File: config.mk
export PLATFORM = sky130hd
export DESIGN_NAME = tx_clk_mode_mon
export DESIGN_NICKNAME = d
export VERILOG_FILES = /design/src/rtl/txmon_pkg.sv /design/src/rtl/txm_edge_sync.sv /design/src/rtl/txm_ref_select.sv /design/src/rtl/txm_chan_mon.sv /design/src/rtl/tx_clk_mode_mon.sv
export SDC_FILE = /design/constraint.sdc
export NUM_CORES = 1
export LEC_CHECK = 0
export ABC_CLOCK_PERIOD_IN_PS = 2800
export BUFFER_PORTS_ARGS = -buffer_cell sky130_fd_sc_hd__clkbuf_2
export CAP_MARGIN = 30
export CORE_MARGIN = 2
export CORE_UTILIZATION = 59
export DETAILED_ROUTE_END_ITERATION = 16
export PLACE_DENSITY_LB_ADDON = 0.08
export REMOVE_ABC_BUFFERS = 1
export SETUP_SLACK_MARGIN = 0.2
export SYNTH_ARGS = -nofsm -noshare
export SYNTH_HDL_FRONTEND = slang
export SYNTH_HIERARCHICAL = 1
export SYNTH_SLANG_ARGS = --single-unit
File: constraint.sdc
create_clock -name clk -period 2.8 [get_ports clk]
set_clock_uncertainty 0.2 [all_clocks]
set_input_delay 0.14 -clock clk [delete_from_list [all_inputs] [get_ports clk]]
set_output_delay 0.14 -clock clk [all_outputs]
set_load 0.02 [all_outputs]
File: src/rtl/txmon_pkg.sv
package txmon_pkg;
  typedef enum logic [1:0] {
    TXM_NORMAL = 2'd0,
    TXM_ONES   = 2'd1,
    TXM_PDOWN  = 2'd2,
    TXM_HIZ    = 2'd3
  } txm_mode_e;
endpackage

File: src/rtl/txm_edge_sync.sv
module txm_edge_sync #(
  parameter int STAGES = 2
) (
  input  logic clk,
  input  logic rst,
  input  logic din,
  output logic lvl,
  output logic rise,
  output logic toggle
);
  // STAGES flops of synchronizer plus one history flop for edge detection
  logic [STAGES:0] sh;

  always_ff @(posedge clk) begin
    if (rst) sh <= '0;
    else     sh <= {sh[STAGES-1:0], din};
  end

  assign lvl    = sh[STAGES-1];
  assign rise   = sh[STAGES-1] & ~sh[STAGES];
  assign toggle = sh[STAGES-1] ^ sh[STAGES];
endmodule

File: src/rtl/txm_ref_select.sv
module txm_ref_select #(
  parameter int LOSS_WIN = 8
) (
  input  logic clk,
  input  logic rst,
  input  logic mclk_tog,
  input  logic mclk_rise,
  input  logic bk_tog,
  input  logic bk_rise,
  output logic ref_tick,
  output logic ref_ok
);
  localparam int GW = $clog2(LOSS_WIN + 1);
  localparam logic [GW-1:0] WIN = GW'(LOSS_WIN);

  // Oscillator cycles since the last master and backup clock edges
  logic [GW-1:0] m_gap, b_gap;
  logic m_ok, b_ok;

  assign m_ok = (m_gap < WIN);
  assign b_ok = (b_gap < WIN);

  always_ff @(posedge clk) begin
    if (rst) begin
      m_gap    <= '0;
      b_gap    <= '0;
      ref_tick <= 1'b0;
      ref_ok   <= 1'b1;
    end else begin
      if (mclk_tog)        m_gap <= '0;
      else if (m_gap != WIN) m_gap <= m_gap + 1'b1;
      if (bk_tog)          b_gap <= '0;
      else if (b_gap != WIN) b_gap <= b_gap + 1'b1;
      ref_tick <= m_ok ? mclk_rise : (b_ok & bk_rise);
      ref_ok   <= m_ok | b_ok;
    end
  end

  AST_BOTH_LOST_FLAGGED: assert property (@(posedge clk) disable iff (rst)
    (m_gap == WIN && b_gap == WIN) |=> !ref_ok);
  AST_GAP_BOUNDED: assert property (@(posedge clk) disable iff (rst)
    (m_gap <= WIN) && (b_gap <= WIN));
endmodule

File: src/rtl/txm_chan_mon.sv
module txm_chan_mon
  import txmon_pkg::*;
#(
  parameter int HI_LIM = 16,
  parameter int LO_LIM = 64
) (
  input  logic      clk,
  input  logic      rst,
  input  logic      lvl,
  input  logic      tog,
  input  logic      ref_tick,
  input  logic      ref_ok,
  output txm_mode_e mode
);
  localparam int CMAX = (LO_LIM > HI_LIM) ? LO_LIM : HI_LIM;
  localparam int CW   = $clog2(CMAX + 1);
  localparam logic [CW-1:0] HI_T = CW'(HI_LIM);
  localparam logic [CW-1:0] LO_T = CW'(LO_LIM);
  localparam logic [CW-1:0] SAT  = CW'(CMAX);

  // Reference edges seen since the last transmit-clock edge
  logic [CW-1:0] run;
  txm_mode_e     mode_nx;

  always_comb begin
    if (!ref_ok)                  mode_nx = TXM_HIZ;
    else if (tog)                 mode_nx = TXM_NORMAL;
    else if (!lvl && run >= LO_T) mode_nx = TXM_PDOWN;
    else if (lvl && run >= HI_T)  mode_nx = TXM_ONES;
    else                          mode_nx = TXM_NORMAL;
  end

  always_ff @(posedge clk) begin
    if (rst) begin
      run  <= '0;
      mode <= TXM_NORMAL;
    end else begin
      if (tog)                        run <= '0;
      else if (ref_tick && run != SAT) run <= run + 1'b1;
      mode <= mode_nx;
    end
  end

  AST_EDGE_RESUMES: assert property (@(posedge clk) disable iff (rst)
    (tog && ref_ok) |=> mode == TXM_NORMAL);
  AST_LOST_HIZ: assert property (@(posedge clk) disable iff (rst)
    !ref_ok |=> mode == TXM_HIZ);
  AST_RUN_SATURATES: assert property (@(posedge clk) disable iff (rst)
    run <= SAT);
endmodule

File: src/rtl/tx_clk_mode_mon.sv
module tx_clk_mode_mon
  import txmon_pkg::*;
#(
  parameter int NCH         = 8,
  parameter int REF_CH      = 1,
  parameter int HI_LIM      = 16,
  parameter int LO_LIM      = 64,
  parameter int LOSS_WIN    = 8,
  parameter int SYNC_STAGES = 2
) (
  input  logic             clk,
  input  logic             rst,
  input  logic             mclk,
  input  logic [NCH-1:0]   tclk,
  input  logic             oe,
  input  logic [NCH-1:0]   out_dis,
  output logic [2*NCH-1:0] mode_o,
  output logic [NCH-1:0]   drv_en_o,
  output logic             ones_p_o,
  output logic             ones_n_o
);
  logic           m_lvl, m_rise, m_tog;
  logic [NCH-1:0] t_lvl, t_rise, t_tog;
  logic           ref_tick, ref_ok;
  logic           pol;
  txm_mode_e      mode [NCH];

  txm_edge_sync #(.STAGES(SYNC_STAGES)) u_msync (
    .clk(clk), .rst(rst), .din(mclk),
    .lvl(m_lvl), .rise(m_rise), .toggle(m_tog)
  );

  txm_ref_select #(.LOSS_WIN(LOSS_WIN)) u_ref (
    .clk(clk), .rst(rst),
    .mclk_tog(m_tog), .mclk_rise(m_rise),
    .bk_tog(t_tog[REF_CH]), .bk_rise(t_rise[REF_CH]),
    .ref_tick(ref_tick), .ref_ok(ref_ok)
  );

  for (genvar i = 0; i < NCH; i++) begin : g_ch
    txm_edge_sync #(.STAGES(SYNC_STAGES)) u_tsync (
      .clk(clk), .rst(rst), .din(tclk[i]),
      .lvl(t_lvl[i]), .rise(t_rise[i]), .toggle(t_tog[i])
    );

    txm_chan_mon #(.HI_LIM(HI_LIM), .LO_LIM(LO_LIM)) u_mon (
      .clk(clk), .rst(rst), .lvl(t_lvl[i]), .tog(t_tog[i]),
      .ref_tick(ref_tick), .ref_ok(ref_ok), .mode(mode[i])
    );

    assign mode_o[2*i +: 2] = mode[i];

    always_ff @(posedge clk) begin
      if (rst) drv_en_o[i] <= 1'b0;
      else     drv_en_o[i] <= oe & ~out_dis[i] &
                              ((mode[i] == TXM_NORMAL) || (mode[i] == TXM_ONES));
    end

    AST_PDOWN_OFF: assert property (@(posedge clk) disable iff (rst)
      (mode[i] == TXM_PDOWN || mode[i] == TXM_HIZ) |=> !drv_en_o[i]);
  end

  // Alternating all-ones marks, one per reference rising edge
  always_ff @(posedge clk) begin
    if (rst) begin
      pol      <= 1'b0;
      ones_p_o <= 1'b0;
      ones_n_o <= 1'b0;
    end else begin
      ones_p_o <= ref_tick & ~pol;
      ones_n_o <= ref_tick & pol;
      if (ref_tick) pol <= ~pol;
    end
  end

  AST_MARKS_EXCLUSIVE: assert property (@(posedge clk) disable iff (rst)
    $onehot0({ones_p_o, ones_n_o}));
  AST_OE_GATES_ALL: assert property (@(posedge clk) disable iff (rst)
    !oe |=> drv_en_o == '0);
endmodule

# Word-level counts from Yosys, hierarchy flattened
# Cells that the tools add are included.
# W data, S select, Z words.
[classes]
addsub = 10
order_cmp = 18
eq_ne = 18
n_mux = 33
n_bitwise = 42
reduce_logical = 57
[op_table]
columns = ["operator", "count"]
rows = [
  ["$add A7 B1 Y7 const B", 8],
  ["$ge A7 B5 Y1 const B", 8],
  ["$ge A7 B7 Y1 const B", 8],
  ["$ne A7 B7 Y1 const B", 8],
  ["$mux W2", 24],
  ["$logic_and A1 B1 Y1", 24],
  ["$and A1 B1 Y1", 21],
  ["$reduce_or A2 Y1", 9],
  ["$eq A2 B1 Y1 const B", 8],
  ["$logic_not A2 Y1", 8],
  ["$not A1 Y1", 11],
  ["$mux W1", 9],
  ["$xor A1 B1 Y1", 9],
  ["$add A4 B1 Y4 const B", 2],
  ["$logic_not A1 Y1", 8],
  ["$logic_or A1 B1 Y1", 8],
  ["$lt A4 B4 Y1 const B", 2],
  ["$ne A4 B4 Y1 const B", 2],
  ["$or A1 B1 Y1", 1],
]
[word_totals]
regBits = 120
in_bits = 20
out_inout_bits = 26
elab_cells = 218

# Depth between registers and ports, before layout
# Gate-level depths: netlist (run 1).
[logic_depth]
ltp_word = 6
ltp_mapped = 6
ltp_nobuf = 6

# Cells and area by module
# The synthesis (run 1) kept the hierarchy.
[by_module_without_submodules]
columns = ["mod", "n_inst", "cells_per_inst", "area_per_inst_um2", "seq_area_each_um2"]
rows = [
  ["txm_chan_mon", 8, 51, 426.7, 180.2],
  ["txm_edge_sync", 9, 9, 98.8, 60.1],
  ["txm_ref_select", 1, 47, 464.2, 200.2],
  ["tx_clk_mode_mon", 1, 25, 361.6, 220.2],
]

# Least setup slack after synthesis (run 1)
# No wires, ideal clock.
[synth_path]
path_kind = "reg2reg"
start = "reg u_ref.ref_tick"
end = "reg g_ch[0].u_mon.run[6]"
setup_time_ns = 0.070
arrival_ns = 1.744
required_time_ns = 2.530
slack_ns = 0.786
path_stages_with_launch = 4
n_path_buf = 0
synth_period_minus_slack_ns = 2.014
cell_sequence = "dfxtp_1 -> nand4_2 -> or3_1 -> a21oi_1"
[synth_between]
elab_chain_cells = 1
[synth_lines]
columns = ["item", "line", "text"]
rows = [
  ["from (decl)", "txm_ref_select.sv:10", "output logic ref_tick,"],
  ["from (signal assigned)", "txm_ref_select.sv:34", "ref_tick <= m_ok ? mclk_rise : (b_ok & bk_rise);"],
  ["$logic_and A1 B1 Y1", "txm_chan_mon.sv:39", "else if (ref_tick && run != SAT) run <= run + 1'b1;"],
  ["to (signal assigned)", "txm_chan_mon.sv:39", ""],
  ["to (decl)", "txm_chan_mon.sv:22", "logic [CW-1:0] run;"],
]
# No other way between the ends.
# A chain may end at the register's enable or synchronous reset.

# Worst setup path after layout (run 1)
[layout_path]
start = "reg u_ref.ref_tick"
end = "reg g_ch[2].u_mon.run[6]"
[layout_between]
elab_chain_cells = 1
[layout_lines]
columns = ["item", "line"]
rows = [
  ["$logic_and A1 B1 Y1", "txm_chan_mon.sv:39"],
  ["to (signal assigned)", "txm_chan_mon.sv:39"],
  ["to (decl)", "txm_chan_mon.sv:22"],
]
# No other way between the ends.

==> results.json, run 1 <==
{
  "synthMuxAreaShare_pct": 3.513,
  "drive_above_1_share_pct": 15.86,
  "grt_usage_pct": 21.97,
  "layout_cell_area_excl_fill_um2": 6359,
  "cts_inserted_buffers": 17,
  "synth_cell_types": 31,
  "routed_wl_um": 9932,
  "synth.yosys.warnings": 6,
  "routed_wire_length_per_instance_um": 12.90,
  "synth_xor_xnor_area_share_pct": 3.586,
  "grt.overflow.total": 0,
  "timing.critical_path.arrival_ns": 1.95,
  "pwr-share-comb_pct": 4.8,
  "die_w_um": 97.24,
  "seqPwrFrac_pct": 42.5,
  "share_clk_of_total_power_pct": 52.6,
  "power-per-cell-area_nw_per_um2": 652.4,
  "antenna_found_initial": 0,
  "synth_simple_gate_area_share_pct": 24.57,
  "critical_path.endpoint_type": "flop",
  "fmax_mhz": 576.8,
  "postSynthAreaPerCell_um2": 9.142,
  "synth_compound_area_share_pct": 10.15,
  "p_sw_mw": 0.8556,
  "worst_setup_path_start_kind": "flop",
  "cp.required_ns": 3.02,
  "fp.coreArea_um2": 8593,
  "number_of_nets_in_the_layout": 699,
  "count_of_non_filler_cells_in_the_finished_layout": 770,
  "grt_setup_unrepaired": "no",
  "synth_top_area_cell": "sky130_fd_sc_hd__dfxtp_1",
  "number_of_drc_markers_in_iteration_0": 155,
  "setup_viol": 0,
  "hold-path-cell-count": 2,
  "intPower_mw": 3.293,
  "top_usage_layer": "met2",
  "clkSinkCount": 120,
  "grt_pass1_wl_um": 17060,
  "worst_ir_drop_vdd_mv": 0.4698,
  "gp_congestion": 0.8734,
  "max_slew_headroom_pct": 48.43,
  "footprint_of_the_multi_input_gates_um2": 2507,
  "final_core_utilization_pct": 74.00,
  "clk-insertion-delay-late_ns": 0.49,
  "worst_slew_pin_slew_ns": 0.7726,
  "io-pin-count": 46,
  "io_buffer_count": 45,
  "placement.cell_area_um2": 5500,
  "yosysSeqAreaShare_pct": 46.84,
  "area.growth.synth_to_final_pct": 23.98,
  "synth_largest_type_area_fraction_pct": 46.84,
  "holdWs_ns": 0.1008,
  "synthAdderAreaFrac_pct": 7.075,
  "timing.critical_path.fanout_max": 43,
  "globalRouteMet1Util_pct": 27.38,
  "dp.final_hpwl_um": 6403,
  "synth_seq_cells": 120,
  "total_number_of_placement_rows": 34,
  "final.period_utilization_pct": 61.92,
  "final.min_clock_period_ns": 1.734,
  "ctsHtreeMaxLevel": 4,
  "cts_buffer_depth": 2,
  "detailedPlace.worstSlack_ns": 1.115,
  "postRouteAntennaNets": 0,
  "layout_setup_ws_ns": 1.066,
  "area.sequential_um2": 2402,
  "fin_tns_setup_ns": 0,
  "leakagePower_nw": 2.557,
  "min-delay-path-class": "input pin to flop",
  "largest_family_of_logic_cells_by_synthesized_area": "simple AND/OR/NAND/NOR gates",
  "grt_pass1_vias": 3914,
  "final.fill_count": 638,
  "timing.max_cap.violations": 0,
  "synth_cells": 561,
  "dr_total_vias": 4065,
  "routed_via_density": 5.279,
  "p_sw_share_pct": 20.63,
  "cts-resized-gates": 0,
  "pin_count_of_the_biggest_net_entering_global_routing": 44,
  "worst_setup_hold_path_clk_slew_ns": 0.06,
  "most_frequent_cells_in_the_layout": "sky130_fd_sc_hd__dfxtp_1 (120), sky130_fd_sc_hd__nand2_1 (74), sky130_fd_sc_hd__inv_1 (54), sky130_fd_sc_hd__nor2_1 (49), sky130_fd_sc_hd__clkbuf_2 (45)",
  "die_area_um2": 9455,
  "tritonroute_pass_1_iters": 5,
  "status": "complete, no violations",
  "grt_util_met3_pct": 4.964,
  "grt.met2_usage_pct": 37.61,
  "floorplan.initialDensity_pct": 59.68,
  "worst-setup-path-type": "flop to flop",
  "post_cts_buffers": 0,
  "layout.cells.most_common": "sky130_fd_sc_hd__dfxtp_1",
  "slew_viol_final": 0,
  "synth.area.top_cells": "sky130_fd_sc_hd__dfxtp_1 (47%), sky130_fd_sc_hd__ha_1 (7.1%), sky130_fd_sc_hd__nand2_1 (5.4%)",
  "drc_errors_left": 0,
  "cts_hold_buf": 25,
  "hold_viol_final": 0,
  "reg2reg_depth": 4,
  "power.total_mw": 4.149,
  "antenna_cells": 0,
  "clockRootBuffer": "sky130_fd_sc_hd__clkbuf_8",
  "dpl.cell_count": 714,
  "post_synth_instance_area_um2": 5129,
  "die_h_um": 97.24,
  "cts_tree": "built"
}
## cell families (layout without fill, tap and decap cells)
family	count (synthesis)	in the layout
xor gates and xnor gates	21	21
and+or+nand+nor	234	234
muxes	18	18
buffers and inverters	56	157
AOI/OAI and AO/OA	83	83
adders and majority gates	29	29
DFF	120	120
## flip-flops by register name, indices dropped and copies added (netlist names)
register	flops
g_ch.u_mon/run	56
g_ch.u_tsync/sh	24
g_ch.u_mon/mode	16
drv_en_o	8
u_ref/b_gap	4
u_ref/m_gap	4
u_msync/sh	3
ones_n_o	1
ones_p_o	1
pol	1
u_ref/ref_ok	1
u_ref/ref_tick	1
## power by group through the flow
stage / logic [mW] / clock network (mW) / registers [mW]
global route: 0.226 / 2.30 / 1.77
floorplan: 0.103 / 0 / 1.80
global placement: 0.167 / 0 / 1.80
finish: 0.201 / 2.18 / 1.76
detailed placement: 0.175 / 0 / 1.80
CTS: 0.202 / 2.22 / 1.76
## area by class of cell
cell class / instances / share of cell area, %
Sequential cell: 120 / 37.78
Timing Repair Buffer: 72 / 7.910
Inverter: 54 / 3.188
Clock inverter: 12 / 2.774
Multi-Input combinational cell: 385 / 39.43
Clock buffer: 19 / 6.789
Tap cell: 108 / 2.125
## final timing paths
| path | startpoint | endpoint | slack [ns] |
|---|---|---|---|
| max | u_ref/ref_tick | g_ch[2].u_mon/run[6] | 1.07 |
| min | rst | g_ch[4].u_tsync/sh[1] | 0.10 |
| max reg2reg | u_ref/ref_tick | g_ch[2].u_mon/run[6] | 1.07 |
| min reg2reg | g_ch[1].u_tsync/sh[0] | g_ch[1].u_tsync/sh[1] | 0.23 |
## Yosys cell counts
library cell and count:
sky130_fd_sc_hd__dfxtp_1 120, sky130_fd_sc_hd__nand2_1 74, sky130_fd_sc_hd__inv_1 54, sky130_fd_sc_hd__nor2_1 49, sky130_fd_sc_hd__a21oi_1 41, sky130_fd_sc_hd__nor2b_1 35
sky130_fd_sc_hd__ha_1 29, sky130_fd_sc_hd__mux2i_1 18, sky130_fd_sc_hd__xor2_1 18, sky130_fd_sc_hd__nand4_1 16, sky130_fd_sc_hd__o21ai_0 16, sky130_fd_sc_hd__or3_1 16
sky130_fd_sc_hd__a311o_1 8, sky130_fd_sc_hd__a41oi_1 8, sky130_fd_sc_hd__nand4_2 8, sky130_fd_sc_hd__o311ai_0 8, sky130_fd_sc_hd__or2_2 8, sky130_fd_sc_hd__nor3_2 7
sky130_fd_sc_hd__nor3_1 6, sky130_fd_sc_hd__nand3b_1 4, sky130_fd_sc_hd__nand2b_1 3, sky130_fd_sc_hd__xnor2_1 3, sky130_fd_sc_hd__a211oi_1 2, sky130_fd_sc_hd__nand3_1 2
sky130_fd_sc_hd__nand3b_2 2, sky130_fd_sc_hd__and3b_2 1, sky130_fd_sc_hd__buf_2 1, sky130_fd_sc_hd__buf_6 1, sky130_fd_sc_hd__nand2b_4 1, sky130_fd_sc_hd__nor3_4 1
sky130_fd_sc_hd__nor3b_1 1
## critical path: stages (launching register included)
cell and delay [ns]:
sky130_fd_sc_hd__dfxtp_1 0.31, sky130_fd_sc_hd__buf_4 0.41, sky130_fd_sc_hd__nand4_2 0.18, sky130_fd_sc_hd__or3_1 0.37
sky130_fd_sc_hd__a21oi_1 0.17
## routing by layer
metal | part of all wire (%) | wire length [µm]
met1 | 46 | 4607
met2 | 50 | 4945
met3 | 2.8 | 275
met4 | 1.0 | 104
met5 | 0 | 0
Note: power is estimated with default switching activity, not from simulation.
==> inputs of run 2 (changes only) <==
--- a/config.mk
+++ b/config.mk
@@ -5,11 +5,11 @@
 export SDC_FILE = /design/constraint.sdc
 export NUM_CORES = 1
 export LEC_CHECK = 0
-export ABC_CLOCK_PERIOD_IN_PS = 2800
+export ABC_CLOCK_PERIOD_IN_PS = 1500
 export BUFFER_PORTS_ARGS = -buffer_cell sky130_fd_sc_hd__clkbuf_2
 export CAP_MARGIN = 30
 export CORE_MARGIN = 2
-export CORE_UTILIZATION = 59
+export CORE_UTILIZATION = 53
 export DETAILED_ROUTE_END_ITERATION = 16
 export PLACE_DENSITY_LB_ADDON = 0.08
 export REMOVE_ABC_BUFFERS = 1
==> constraint.sdc (replaced) <==
create_clock -name clk -period 1.5 [get_ports clk]
set_clock_uncertainty 0.2 [all_clocks]
set_input_delay 0.075 -clock clk [delete_from_list [all_inputs] [get_ports clk]]
set_output_delay 0.075 -clock clk [all_outputs]
set_load 0.02 [all_outputs]
==> results.json, run 2 (synthesized netlist as in run 1, its figures left out) <==
{
  "status": "finished, violations left",
  "violated_checks": "hold timing, setup timing",
  "holdWs_ns": -0.1851,
  "grt_pass1_vias": 4736,
  "dr_total_vias": 4852,
  "dp.final_hpwl_um": 6738,
  "clkSinkCount": 120,
  "tritonroute_pass_1_iters": 5,
  "floorplan.initialDensity_pct": 54.98,
  "clockRootBuffer": "sky130_fd_sc_hd__clkbuf_8",
  "die_area_um2": 10480,
  "drc_errors_left": 0,
  "gp_congestion": 0.7786,
  "worst_setup_path_start_kind": "flop",
  "flip_flop_count_of_the_largest_register_all_copies_and_words_added": 56,
  "slew_viol_final": 0,
  "final.min_clock_period_ns": 1.599,
  "ctsHtreeMaxLevel": 4,
  "max_slew_headroom_pct": 58.41,
  "grt.overflow.total": 0,
  "timing.critical_path.arrival_ns": 1.80,
  "final.fill_count": 448,
  "most_frequent_cells_in_the_layout": "sky130_fd_sc_hd__dfxtp_1 (76), sky130_fd_sc_hd__nand2_1 (68), sky130_fd_sc_hd__nor2_1 (37), sky130_fd_sc_hd__dfxtp_2 (36)",
  "cp.required_ns": 1.70,
  "routed_wire_length_per_instance_um": 19.17,
  "placement.cell_area_um2": 5629,
  "routed_wl_um": 16270,
  "power.total_mw": 8.430,
  "worst_slew_pin_slew_ns": 0.6218,
  "clk-insertion-delay-late_ns": 0.52,
  "worst_ir_drop_vdd_mv": 0.9698,
  "die_h_um": 102.4,
  "area.growth.synth_to_final_pct": 56.14,
  "total_number_of_placement_rows": 35,
  "leakagePower_nw": 3.136,
  "timing.max_cap.violations": 0,
  "pin_count_of_the_biggest_net_entering_global_routing": 54,
  "largest_register": "g_ch.u_mon/run",
  "grt_setup_unrepaired": "yes",
  "hold_viol_final": 37,
  "routed_via_density": 5.715,
  "final.period_utilization_pct": 106.6,
  "detailedPlace.worstSlack_ns": -0.03084,
  "power-per-cell-area_nw_per_um2": 1053,
  "worst_setup_hold_path_clk_slew_ns": 0.06,
  "worst-setup-path-type": "flop to flop",
  "layout_setup_ws_ns": -0.09853,
  "number_of_nets_in_the_layout": 756,
  "top_regs": "g_ch.u_mon/run (56), g_ch.u_tsync/sh (24), g_ch.u_mon/mode (16)",
  "critical_path.endpoint_type": "flop",
  "grt_pass1_wl_um": 22690,
  "cts_buffer_depth": 2,
  "antenna_cells": 0,
  "layout_cell_area_excl_fill_um2": 8008,
  "antenna_found_initial": 0,
  "postRouteAntennaNets": 0,
  "number_of_drc_markers_in_iteration_0": 267,
  "io-pin-count": 46,
  "grt_usage_pct": 28.38,
  "fp.coreArea_um2": 9328,
  "fmax_mhz": 625.6,
  "setup_viol": 11,
  "timing.critical_path.fanout_max": 7,
  "cts_tree": "built",
  "io_buffer_count": 45,
  "layout.cells.most_common": "sky130_fd_sc_hd__dfxtp_1",
  "min-delay-path-class": "input pin to flop",
  "die_w_um": 102.4,
  "cts_inserted_buffers": 17,
  "drive_above_1_share_pct": 43.61
}
## run 2: cell count changes in the layout (fill, tap and decap cells not counted), sizes merged
cell,before,now
buf,2,64
clkbuf,64,47
dlygate4sd3,25,35
clkinv,6,4
clkinvlp,2,4
bufinv,4,5
dlymetal6s4s,0,1
inv,54,55
## run 2: where the power goes
| part | internal (mW) | leakage, nW | switching (mW) |
|---|---|---|---|
| Combinational | 0.326 | 1.84 | 0.324 |
| Clock | 2.92 | 0.304 | 1.56 |
| Sequential | 3.25 | 0.996 | 0.0573 |
## run 2: cell type report
type                            count  area, µm²  area share, %
Clock buffer                       18      427.9          5.344
Multi-Input combinational cell    385       3228          40.31
Sequential cell                   120       2477          30.94
Timing Repair Buffer              129       1235          15.42
Inverter                           54      257.7          3.219
Tap cell                          129      161.4          2.016
Clock inverter                     14      220.2          2.750
## run 2: critical path, stage by stage (launching register included)
cell and delay, ns:
sky130_fd_sc_hd__dfxtp_4 0.43, sky130_fd_sc_hd__buf_6 0.15, sky130_fd_sc_hd__buf_12 0.10, sky130_fd_sc_hd__buf_16 0.11, sky130_fd_sc_hd__nand4_1 0.16, sky130_fd_sc_hd__xor2_1 0.26
sky130_fd_sc_hd__nor2_1 0.08
## run 2: path summary, 6_finish.rpt
path | startpoint | cells past startpoint | slack, ns | end
worst max-delay path | u_ref/ref_tick | 6 | -0.1 | g_ch[7].u_mon/run[3]
worst min-delay path | rst | 3 | -0.19 | g_ch[1].u_mon/mode[1]
worst max register to register | u_ref/ref_tick | 6 | -0.1 | g_ch[7].u_mon/run[3]
worst min register to register | g_ch[0].u_tsync/sh[0] | 1 | 0.25 | g_ch[0].u_tsync/sh[1]
## run 2: what timing repair did
| item | 4_1_cts | 5_1_grt |
|---|---|---|
| buffers inserted | 18 | 11 |
| resized for setup | 141 | 148 |
| hold endpoints to repair | 91 | 35 |
| gates cloned | 5 | 0 |
| setup endpoints to repair | 77 | 107 |
| pin swaps | 70 | 41 |
| hold buffers | 40 | 2 |
## run 2: layer usage
metal,share of wire (%),track usage (%)
met2,52,49.95
met1,38,32.81
met5,0,0
met4,4.5,12.62
met3,5.5,6.703
## run 2: stage by stage
step	util (%)	setup TNS, ns	std cells
CTS	80.16	0	842
global placement	60.35	0	747
global route	85.85	-1.183	849
finish	85.85	-0.5731	849
detailed placement	60.35	-0.2352	747
floorplan	-	-22.65	559
==> inputs of run 3 (changes only) <==
--- a/config.mk
+++ b/config.mk
@@ -8,7 +8,7 @@
 export ABC_CLOCK_PERIOD_IN_PS = 1500
 export BUFFER_PORTS_ARGS = -buffer_cell sky130_fd_sc_hd__clkbuf_2
 export CAP_MARGIN = 30
-export CORE_MARGIN = 2
+export CORE_MARGIN = 3
 export CORE_UTILIZATION = 53
 export DETAILED_ROUTE_END_ITERATION = 16
 export PLACE_DENSITY_LB_ADDON = 0.08
==> results.json, run 3 (synthesized netlist as in run 1, its figures left out) <==
{
  "layout_setup_ws_ns": -0.02791,
  "share_clk_of_total_power_pct": 48.7,
  "clk-insertion-delay-late_ns": 0.51,
  "worst_setup_path_start_kind": "flop",
  "floorplan.initialDensity_pct": 54.98,
  "die_w_um": 104.4,
  "timing.max_cap.violations": 0,
  "final.period_utilization_pct": 101.9,
  "seqPwrFrac_pct": 43.5,
  "grt.overflow.total": 0,
  "p_sw_mw": 1.729,
  "cts_buffer_depth": 2,
  "area.growth.synth_to_final_pct": 50.30,
  "dp.final_hpwl_um": 6612,
  "number_of_drc_markers_in_iteration_0": 235,
  "io-pin-count": 46,
  "worstReg2RegStart": "u_ref/ref_tick",
  "max_slew_headroom_pct": 76.94,
  "whs_endpoint": "g_ch[6].u_mon/mode[1]",
  "tritonroute_pass_1_iters": 8,
  "final_core_utilization_pct": 82.64,
  "antenna_cells": 0,
  "fp.coreArea_um2": 9328,
  "status": "finished, violations left",
  "timing.critical_path.fanout_max": 5,
  "die_h_um": 104.4,
  "power-per-cell-area_nw_per_um2": 982.6,
  "cp.required_ns": 1.69,
  "cts_tree": "built",
  "clockRootBuffer": "sky130_fd_sc_hd__clkbuf_8",
  "routed_wl_um": 13900,
  "routed_via_density": 5.522,
  "dr_total_vias": 4622,
  "hold-path-cell-count": 3,
  "worst_ir_drop_vdd_mv": 0.8222,
  "grt_setup_unrepaired": "yes",
  "holdWs_ns": -0.1863,
  "cts_inserted_buffers": 17,
  "fin_tns_setup_ns": -0.02791,
  "final.fill_count": 503,
  "min-delay-path-class": "input pin to flop",
  "antenna_found_initial": 0,
  "final.min_clock_period_ns": 1.528,
  "leakagePower_nw": 3.066,
  "routed_wire_length_per_instance_um": 16.61,
  "critical_path.endpoint_type": "flop",
  "flip_flop_count_of_the_largest_register_all_copies_and_words_added": 56,
  "timing.critical_path.arrival_ns": 1.71,
  "intPower_mw": 5.846,
  "ctsHtreeMaxLevel": 4,
  "clkSinkCount": 120,
  "number_of_nets_in_the_layout": 747,
  "violated_checks": "hold timing, setup timing",
  "slew_viol_final": 0,
  "layout.cells.most_common": "sky130_fd_sc_hd__dfxtp_1",
  "setup_viol": 1,
  "p_sw_share_pct": 22.82,
  "reg2reg_depth": 6,
  "worst-setup-path-type": "flop to flop",
  "worst_setup_hold_path_clk_slew_ns": 0.06,
  "grt_usage_pct": 22.24,
  "pwr-share-comb_pct": 7.8,
  "grt_pass1_wl_um": 19970,
  "crit-reg2reg-capture": "g_ch[3].u_mon/run[4]",
  "total_number_of_placement_rows": 35,
  "grt_pass1_vias": 4393,
  "hold_viol_final": 47,
  "top_regs": "g_ch.u_mon/run (56), g_ch.u_tsync/sh (24), g_ch.u_mon/mode (16)",
  "worst_reg_to_reg_setup_slack_ns": -0.03,
  "most_frequent_cells_in_the_layout": "sky130_fd_sc_hd__dfxtp_1 (74), sky130_fd_sc_hd__nand2_1 (63), sky130_fd_sc_hd__nor2_1 (35), sky130_fd_sc_hd__nor2b_1 (35), sky130_fd_sc_hd__clkbuf_2 (35)",
  "worst_slew_pin_slew_ns": 0.3446,
  "fmax_mhz": 654.5,
  "die_area_um2": 10890,
  "drive_above_1_share_pct": 42.37,
  "gp_congestion": 0.7846,
  "hold_path.startpoint": "rst",
  "drc_errors_left": 0,
  "largest_register": "g_ch.u_mon/run",
  "pin_count_of_the_biggest_net_entering_global_routing": 34,
  "io_buffer_count": 45,
  "postRouteAntennaNets": 0
}
==> run 3: cell types whose count changed in the layout (fill, tap and decap cells not counted), sizes merged <==
cell and change:
clkbuf +12, dlygate4sd3 -2, bufinv -3, clkinv +2
buf -18, clkinvlp -1, inv -2
==> run 3: power by group through the flow <==
stage | clock (mW) | sequential (mW) | combinational [mW]
floorplan | 0 | 3.37 | 0.192
CTS | 3.71 | 3.29 | 0.496
detailed placement | 0 | 3.36 | 0.345
global placement | 0 | 3.36 | 0.334
global route | 3.89 | 3.30 | 0.641
finish | 3.69 | 3.30 | 0.587
==> run 3: metrics by stage <==
step	total power [mW]	instance area (µm²)	setup slack, ns	cells
after CTS	7.500	7249	0.06206	840
after floorplan	3.560	5112	-0.5139	559
after global routing	7.832	7709	-0.06838	837
after detailed placement	3.704	5649	-0.04395	748
final	7.575	7709	-0.02791	837
after global placement	3.691	5649	0.02985	748
==> run 3: worst max-delay path by stage <==
stage | startpoint | endpoint
2_1_floorplan | u_ref/ref_tick | g_ch[0].u_mon/run[6]
3_3_place_gp | g_ch[2].u_mon/run[0] | g_ch[2].u_mon/run[0]
3_5_place_dp | u_ref/ref_tick | g_ch[5].u_mon/run[5]
4_1_cts | u_ref/ref_tick | g_ch[5].u_mon/run[5]
5_1_grt | u_ref/ref_tick | g_ch[6].u_mon/run[5]
6_report | u_ref/ref_tick | g_ch[3].u_mon/run[4]
==> run 3: what timing repair did <==
item                                    in CTS  in global routing
hold buffers                                44                  1
hold endpoints to repair                   113                 52
endpoints found under the setup margin      74                 98
gates resized for setup                    130                139
pin swaps                                   72                 36
cloned                                       2                  0
buffers inserted                            17                  7
==> run 3: area by class of cell <==
type	count	area [µm²]	area share, %
well taps	129	161.4	2.094
repair buffers	120	1104	14.32
multi-input cells	385	3194	41.44
flip-flops and latches	120	2490	32.30
clock inverters	10	107.6	1.396
clock buffers	19	421.7	5.470
inverters	54	230.2	2.987
==> run 3: routing by layer <==
metal	vias to the layer above	GRT usage (%)	routed length, µm
met5	-	0	0
met3	34	4.842	633
met4	0	7.787	401
met2	154	40.08	7475
met1	2241	25.86	5389
li1	2193	-	-
==> run 3: critical path: stages (launching register included) <==
cell                      delay, ns
sky130_fd_sc_hd__dfxtp_4       0.42
sky130_fd_sc_hd__buf_6         0.13
sky130_fd_sc_hd__buf_16        0.12
sky130_fd_sc_hd__buf_12        0.11
sky130_fd_sc_hd__nand4_1       0.12
sky130_fd_sc_hd__xor2_1        0.23
sky130_fd_sc_hd__nor2_1        0.08
